$ cat src/rtl/bjc_pkg.sv
package bjc_pkg;

    // number of bus segments watched: upstream (0) and downstream (1)
    localparam int unsigned SIDES = 2;

    typedef enum logic [1:0] {
        ST_OFF  = 2'd0,   // enable low
        ST_SEEK = 2'd1,   // apart, waiting for the idle-or-STOP agreement
        ST_LINK = 2'd2    // segments joined
    } join_st_e;

    typedef struct packed {
        logic scl;
        logic sda;
    } line_pair_t;

    typedef struct packed {
        logic idle;   // lines high long enough
        logic stop;   // STOP seen on this sample
    } side_view_t;

    // data rising while clock stays high across two samples
    function automatic logic stop_seen(line_pair_t prev, line_pair_t cur);
        return prev.scl & cur.scl & ~prev.sda & cur.sda;
    endfunction

    // both quiet, or one finishing with a STOP while the other is quiet
    function automatic logic join_rule(side_view_t a, side_view_t b);
        return (a.idle & b.idle) | (a.stop & b.idle) | (a.idle & b.stop);
    endfunction

endpackage

$ cat src/rtl/bjc_side_mon.sv
module bjc_side_mon
    import bjc_pkg::*;
#(
    parameter int unsigned IDLE_CYC = 9500
) (
    input  logic       clk,
    input  logic       rst,
    input  line_pair_t lines,
    output side_view_t view
);

    localparam int unsigned CW  = $clog2(IDLE_CYC + 1);
    localparam logic [CW-1:0] LIM = CW'(IDLE_CYC);

    logic [CW-1:0] cnt;
    line_pair_t    prev;

    // A low on either line (a START included) clears the count.
    always_ff @(posedge clk) begin
        if (rst) begin
            cnt  <= '0;
            prev <= '{scl: 1'b1, sda: 1'b1};
        end else begin
            prev <= lines;
            if (!(lines.scl && lines.sda)) begin
                cnt <= '0;
            end else if (cnt != LIM) begin
                cnt <= cnt + 1'b1;
            end
        end
    end

    assign view.idle = (cnt == LIM);
    assign view.stop = stop_seen(prev, lines);

endmodule

$ cat src/rtl/bjc_link_fsm.sv
module bjc_link_fsm
    import bjc_pkg::*;
(
    input  logic clk,
    input  logic rst,
    input  logic en,
    input  logic flt_req,
    input  logic rcv_act,
    input  logic join_ok,
    output logic link,
    output logic acc_en
);

    join_st_e st_q, st_d;
    logic     seen_q, seen_d;   // a fault broke the link and no join has followed

    always_comb begin
        st_d   = st_q;
        seen_d = seen_q;
        if (flt_req) begin
            st_d   = en ? ST_SEEK : ST_OFF;
            seen_d = 1'b1;
        end else if (!en) begin
            st_d = ST_OFF;
        end else begin
            unique case (st_q)
                ST_OFF: begin
                    if (seen_q) begin
                        // enable edge after a fault forces the join
                        st_d   = ST_LINK;
                        seen_d = 1'b0;
                    end else begin
                        st_d = ST_SEEK;
                    end
                end
                ST_SEEK: begin
                    if (join_ok && !rcv_act) begin
                        st_d   = ST_LINK;
                        seen_d = 1'b0;
                    end
                end
                ST_LINK: st_d = ST_LINK;
                default: st_d = ST_SEEK;
            endcase
        end
    end

    always_ff @(posedge clk) begin
        if (rst) begin
            st_q   <= ST_SEEK;
            seen_q <= 1'b0;
        end else begin
            st_q   <= st_d;
            seen_q <= seen_d;
        end
    end

    // enable low and a fault request both break the join without waiting a clock
    assign link   = (st_q == ST_LINK) & en & ~flt_req;
    assign acc_en = link & ~rcv_act;

endmodule

$ cat src/rtl/bus_join_ctrl.sv
module bus_join_ctrl
    import bjc_pkg::*;
#(
    parameter int unsigned IDLE_CYC = 9500
) (
    input  logic clk,
    input  logic rst,
    input  logic up_scl,
    input  logic up_sda,
    input  logic dn_scl,
    input  logic dn_sda,
    input  logic en,
    input  logic flt_req,
    input  logic rcv_act,
    output logic link,
    output logic rdy,
    output logic rdy_pd,
    output logic acc_en
);

    line_pair_t lines [SIDES];
    side_view_t views [SIDES];
    logic       join_ok;

    assign lines[0] = '{scl: up_scl, sda: up_sda};
    assign lines[1] = '{scl: dn_scl, sda: dn_sda};

    for (genvar g = 0; g < SIDES; g++) begin : g_side
        bjc_side_mon #(.IDLE_CYC(IDLE_CYC)) u_mon (
            .clk   (clk),
            .rst   (rst),
            .lines (lines[g]),
            .view  (views[g])
        );
    end

    assign join_ok = join_rule(views[0], views[1]);

    bjc_link_fsm u_fsm (
        .clk     (clk),
        .rst     (rst),
        .en      (en),
        .flt_req (flt_req),
        .rcv_act (rcv_act),
        .join_ok (join_ok),
        .link    (link),
        .acc_en  (acc_en)
    );

    assign rdy    = link;
    assign rdy_pd = ~link;

endmodule

$ cat config.mk
export PLATFORM = sky130hd
export DESIGN_NAME = bus_join_ctrl
export DESIGN_NICKNAME = d
export VERILOG_FILES = /design/src/rtl/bjc_pkg.sv /design/src/rtl/bjc_side_mon.sv /design/src/rtl/bjc_link_fsm.sv /design/src/rtl/bus_join_ctrl.sv
export SDC_FILE = /design/constraint.sdc
export NUM_CORES = 1
export LEC_CHECK = 0
export BUFFER_PORTS_ARGS = -buffer_cell sky130_fd_sc_hd__buf_2
export CAP_MARGIN = 10
export CORE_UTILIZATION = 38
export DETAILED_ROUTE_END_ITERATION = 12
export PLACE_DENSITY = 0.52
export SLEW_MARGIN = 20
export SYNTH_ARGS = -nofsm -noshare
export SYNTH_HDL_FRONTEND = slang
export SYNTH_SLANG_ARGS = --single-unit
$ cat constraint.sdc
create_clock -name clk -period 3.3 [get_ports clk]
set_clock_uncertainty 0.1 [all_clocks]
set_input_delay 0.66 -clock clk [delete_from_list [all_inputs] [get_ports clk]]
set_output_delay 0.66 -clock clk [all_outputs]
set_load 0.02 [all_outputs]
## Word-level counts from Yosys, hierarchy flattened

Cells that the tools add are included.

| word-level totals | value |
|---|---|
| register bits after elaboration | 35 |
| input port bits | 9 |
| output and inout bits | 4 |
| word-level logic and storage cells | 59 |

| operators by class | value |
|---|---|
| add/subtract/negate cells | 2 |
| eq/ne operators | 8 |
| mux-type cells | 10 |
| bitwise gates (word level) | 21 |
| reduce and logical (&&, ||, !) cells | 10 |

Operator list:

| cell | count |
|---|---|
| adder 14 x 1 -> 14 bit, second input constant | 2 |
| equality test 14 bit, second input constant | 2 |
| != test 14 bit, second input constant | 2 |
| bitwise AND 1 bit | 12 |
| two-way mux 2 bit | 4 |
| inverter 1 bit | 7 |
| one-hot mux 2 bit (3 select lines) | 1 |
| two-way mux 1 bit | 4 |
| != test 4 x 3 -> 1 bit, second input constant | 1 |
| OR reduction 2 bit | 2 |
| logical AND 1 bit | 3 |
| != test 3 x 2 -> 1 bit, second input constant | 1 |
| AND reduction 3 bit | 1 |
| nonzero test 3 bit | 1 |
| equality test 2 x 1 -> 1 bit, second input constant | 1 |
| equality test 2 bit, second input constant | 1 |
| logical NOT 2 bit | 1 |
| OR 1 bit | 2 |
| one-hot mux 1 bit (2 select lines) | 1 |
| nonzero test 2 bit | 1 |
| logical NOT 1 bit | 1 |

## Logic depth before layout (Yosys ltp)

| depth | value |
|---|---|
| word-level depth | 11 |
| mapped depth | 8 |
| mapped depth without buffers | 7 |

## Cells and area by module

Synthesis repeated with hierarchy kept, for this count alone.

| unflattened totals | value |
|---|---|
| cell total of the unflattened synthesis | 199 |
| area total of the unflattened synthesis | 1767.9 µm² |

By module, submodules not included:

| module | instances | cells each | area an instance (µm²) |
|---|---|---|---|
| bjc_side_mon | 2 | 83 | 748.2 |
| bjc_link_fsm | 1 | 28 | 247.7 |
| bus_join_ctrl | 1 | 5 | 23.8 |

## Worst setup path after synthesis

Ideal clock, no wire load.

| timing | value |
|---|---|
| kind | input to output |
| start | in flt_req |
| end | out rdy |
| arrival | 1.372 ns |
| data required time | 2.540 ns |
| setup slack | 1.168 ns |
| stages on the path | 3 |
| path buffers | 1 |
| path through | nand3b_1 -> inv_1 -> buf_4 |

| on the way | value |
|---|---|
| word-level cells in the longest chain between the ends | 2 |

RTL lines:

| element | RTL line | RTL |
|---|---|---|
| start: declaration | bus_join_ctrl.sv:13 | `input logic flt_req,` |
| inverter 1 bit | bjc_link_fsm.sv:59 | `assign link = (st_q == ST_LINK) & en & ~flt_req;` |
| bitwise AND 1 bit | bjc_link_fsm.sv:59 |  |
| end: declaration | bus_join_ctrl.sv:16 | `output logic rdy,` |

No other way between the ends.

## Final worst setup path

| timing | value |
|---|---|
| start | reg u_fsm.st_q[0] |
| end | out rdy |

| on the way | value |
|---|---|
| word-level cells in the longest chain between the ends | 3 |

RTL lines:

| element | RTL line | RTL |
|---|---|---|
| start: declaration | bjc_link_fsm.sv:14 | `join_st_e st_q, st_d;` |
| start signal: assignment | bjc_link_fsm.sv:53 | `st_q <= st_d;` |
| equality test 2 bit | bjc_link_fsm.sv:59 |  |
| bitwise AND 1 bit (2 in a row) | bjc_link_fsm.sv:59 |  |

No other way between the ends.

==> out/qor.tcl <==
set qor(run_status) {finished, final reports clean}
set qor(setup_slack_ns) 1.24
set qor(n_antenna_cell) 0
set qor(detailedPlace.worstSlack_ns) 1.30
set qor(full_die_area_um2) 4950
set qor(dieWidth_um) 70.4
set qor(async_reset_ff_share_pct) 0
set qor(clock_sinks) 35
set qor(synth_cells) 197
set qor(register_area_um2) 701
set qor(min_path_type) {reg -> reg}
set qor(syn_nets) 214
set qor(cts.root.buffer_cell) {clkbuf_8}
set qor(clock_transition_at_the_registers_of_the_reported_paths_ns) 0.07
set qor(tritoncts.num_buffers) 5
set qor(remaining_drc_errors) 0
set qor(yosys_register_bits) 35
set qor(synth.yosys.seq_area_share_pct) 39.5
set qor(synthToLayoutAreaGrowth_pct) 11.3
set qor(die-height_um) 70.4
set qor(share_of_final_layout_standard_cells_stronger_than_drive_strength_1_pct) 15.2
set qor(rr_startpoint) {g_side[1].u_mon.cnt[0]}
set qor(dr.first_iter.drc_count) 65
set qor(dpl-instance-area_um2) 1870
set qor(routed_wire_length_per_instance_um) 12.2
set qor(synth.top_cell.area_share_pct) 39.5
set qor(syn_area_per_cell_um2) 9.01
set qor(final.min_clock_period_ns) 2.06
set qor(clk-insertion-delay-late_ns) 0.28
set qor(count_of_final_max_slew_check_failures) 0
set qor(total_of_max_cap_violations) 0
set qor(globalplace.congestion) 0.751
set qor(number_of_vias_in_the_routed_layout) 1339
set qor(arrival_ns) 1.30
set qor(global_route.usage.total_pct) 14.2
set qor(max_clock_freq_mhz) 486
set qor(post_synth_most_frequent_cells) {nor2_1 (36), dfxtp_1 (35), xnor2_1 (14)}
set qor(rows) 24
set qor(drtAntennaViolNets) 0
set qor(layout_worst_path_cycle_share_pct) 62.4
set qor(worst_ir_drop_vdd_uv) 200
set qor(port_buffers) 12
set qor(drt_wl_total_mm) 3.20
set qor(worst-path-max-fanout) 4
set qor(final_area_um2) 1980
set qor(setup.reg_to_reg.worst_slack_ns) 1.41
set qor(setup_total_negative_slack_ns) 0
set qor(worst_slew_pin_slew_ns) 0.599
set qor(startpoint) {u_fsm.st_q[0]}
set qor(top_level_ports) 13
set qor(final-setup-viol-count) 0
set qor(worst_setup_path_end_kind) {output pin}
set qor(syn_area_um2) 1780
set qor(grt_setup_unrepaired) {false}
set qor(dpl.hpwl_mm) 2.32
set qor(synth_enable_flop_cells) 0
set qor(nFillCells) 450
set qor(synth_area_leaders) {dfxtp_1 (39%), nor2_1 (7.6%), xnor2_1 (6.9%), ha_1 (5.6%), xor2_1 (3.9%)}
set qor(post-synth-top-count-cell) {nor2_1}
set qor(worst-endpoint-required_ns) 2.54
set qor(hold_violations) 0
set qor(max-clock-path-buffers) 2
set qor(firstDrtPassIters) 4
set qor(ys.warnings.count) 0
set qor(worstSetupEndpoint) {rdy}
set qor(number_of_antenna_violations_at_the_first_check_in_global_routing) 0
set qor(multi_input_comb_area_um2) 1010
set qor(post_cts_resize_count) 0
set qor(r2r-end) {g_side[1].u_mon.cnt[9]}
set qor(library_cell_occupying_the_most_area_in_the_post_synthesis_netlist) {dfxtp_1}
set qor(path_class) {reg -> out}
set qor(cts_hold_buf) 0
set qor(postSynth.topFlopCell) {dfxtp_1}
set qor(nets) 228
set qor(htreeDepth) 2
set qor(slew_headroom_pct) 60.0
set qor(grt_remaining_overflow) 0
set qor(synth.lib_cells_used.distinct) 42
set qor(power_density_nw_per_um2) 426
set qor(first_pass_grt_wire_length_mm) 5.66
set qor(largest_net_degree_at_the_start_of_global_routing) 15
set qor(worst_setup_path_start_kind) {register}
set qor(leakage_nw) 0.678
set qor(tritoncts) {done}
set qor(cts_post_setup_buffers_inserted) 0
set qor(grt_pass1_vias) 1301
set qor(initial_core_util_pct) 40.2
set qor(core_um2) 4410
set qor(totalPowerFinal_mw) 0.843
set qor(number_of_cell_instances_on_the_worst_register_to_register_path) 7
set qor(via_per_inst) 5.09
==> cells by family after synthesis <==
kind of cell / count (synthesis) / synth area share (%)
AO/OA/AOI/OAI: 12 / 4.37
XOR/XNOR: 22 / 10.9
adder cells (fa/ha/maj): 8 / 5.64
buffers and inverters: 15 / 3.81
flip-flops: 35 / 39.5
multiplexers: 3 / 1.69
AND/OR/NAND/NOR: 102 / 34.2
==> area by class of cell <==
cell class / count / area share (%)
well taps: 52 / 3.29
multi-input cells: 147 / 50.9
flip-flops and latches: 35 / 35.4
inverters: 10 / 1.90
clock buffers: 5 / 3.48
repair buffers: 12 / 3.04
clock inverters: 2 / 1.90
==> registers in the layout, summed over array words and instances, names as in the netlist <==
signal and cells:
g_side.u_mon.cnt 28, g_side.u_mon.prev 4, u_fsm.st_q 2, u_fsm.seen_q 1
==> per-stage QoR <==
| step | instances | util, % | hold WS, ns |
|---|---|---|---|
| after floorplan | 197 | - | 0.372 |
| after global placement | 256 | 42.4 | 0.390 |
| after detailed placement | 256 | 42.4 | 0.416 |
| after CTS | 263 | 44.8 | 0.428 |
| after global routing | 263 | 44.8 | 0.449 |
| final | 263 | 44.8 | 0.433 |
==> placed cells by master (no fill, tap or decap), types with 2 or more instances in the layout <==
cell type / count
mux2i_1: 3
nand4_1: 7
nor3b_1: 2
nor4_2: 3
or2_2: 4
nand3b_1: 3
dfxtp_1: 35
ha_1: 8
inv_1: 10
nor3_1: 9
a21oi_1: 5
nand2_1: 11
nand3_1: 8
nor2_1: 36
and4_1: 2
or3_1: 2
buf_2: 12
xnor2_1: 14
xor2_1: 8
clkbuf_8: 5
nor4b_4: 2
==> worst min path at each step <==
| stage | from | end | cells after the start |
|---|---|---|---|
| floorplan | g_side[0].u_mon.cnt[2] | g_side[0].u_mon.cnt[2] | 1 |
| global placement | g_side[1].u_mon.cnt[1] | g_side[1].u_mon.cnt[1] | 2 |
| detailed placement | g_side[0].u_mon.cnt[5] | g_side[0].u_mon.cnt[5] | 2 |
| CTS | g_side[0].u_mon.cnt[5] | g_side[0].u_mon.cnt[5] | 2 |
| global route | g_side[1].u_mon.cnt[1] | g_side[1].u_mon.cnt[1] | 2 |
| finish | g_side[1].u_mon.cnt[1] | g_side[1].u_mon.cnt[1] | 2 |
==> routing by layer <==
metal	vias to the layer above	part of all wire (%)	wire length, µm	GRT usage [%]
met2	17	45	1430	22.0
met3	7	3.3	105	4.04
met4	0	1.4	45	6.00
met1	619	51	1620	18.4
met5	-	0	0	0
li1	696	-	-	-
==> critical path: stages, from the launching register on <==
cell and delay, ns:
dfxtp_1 0.38, inv_1 0.09, ha_1 0.20, nand3b_1 0.13
inv_1 0.06, buf_2 0.15
==> power breakdown <==
part | switching (mW) | internal [mW]
clock | 0.146 | 0.221
sequential | 0.00491 | 0.429
combinational | 0.0234 | 0.0194
total | 0.174 | 0.669
Power figures use the tool's default switching activity.
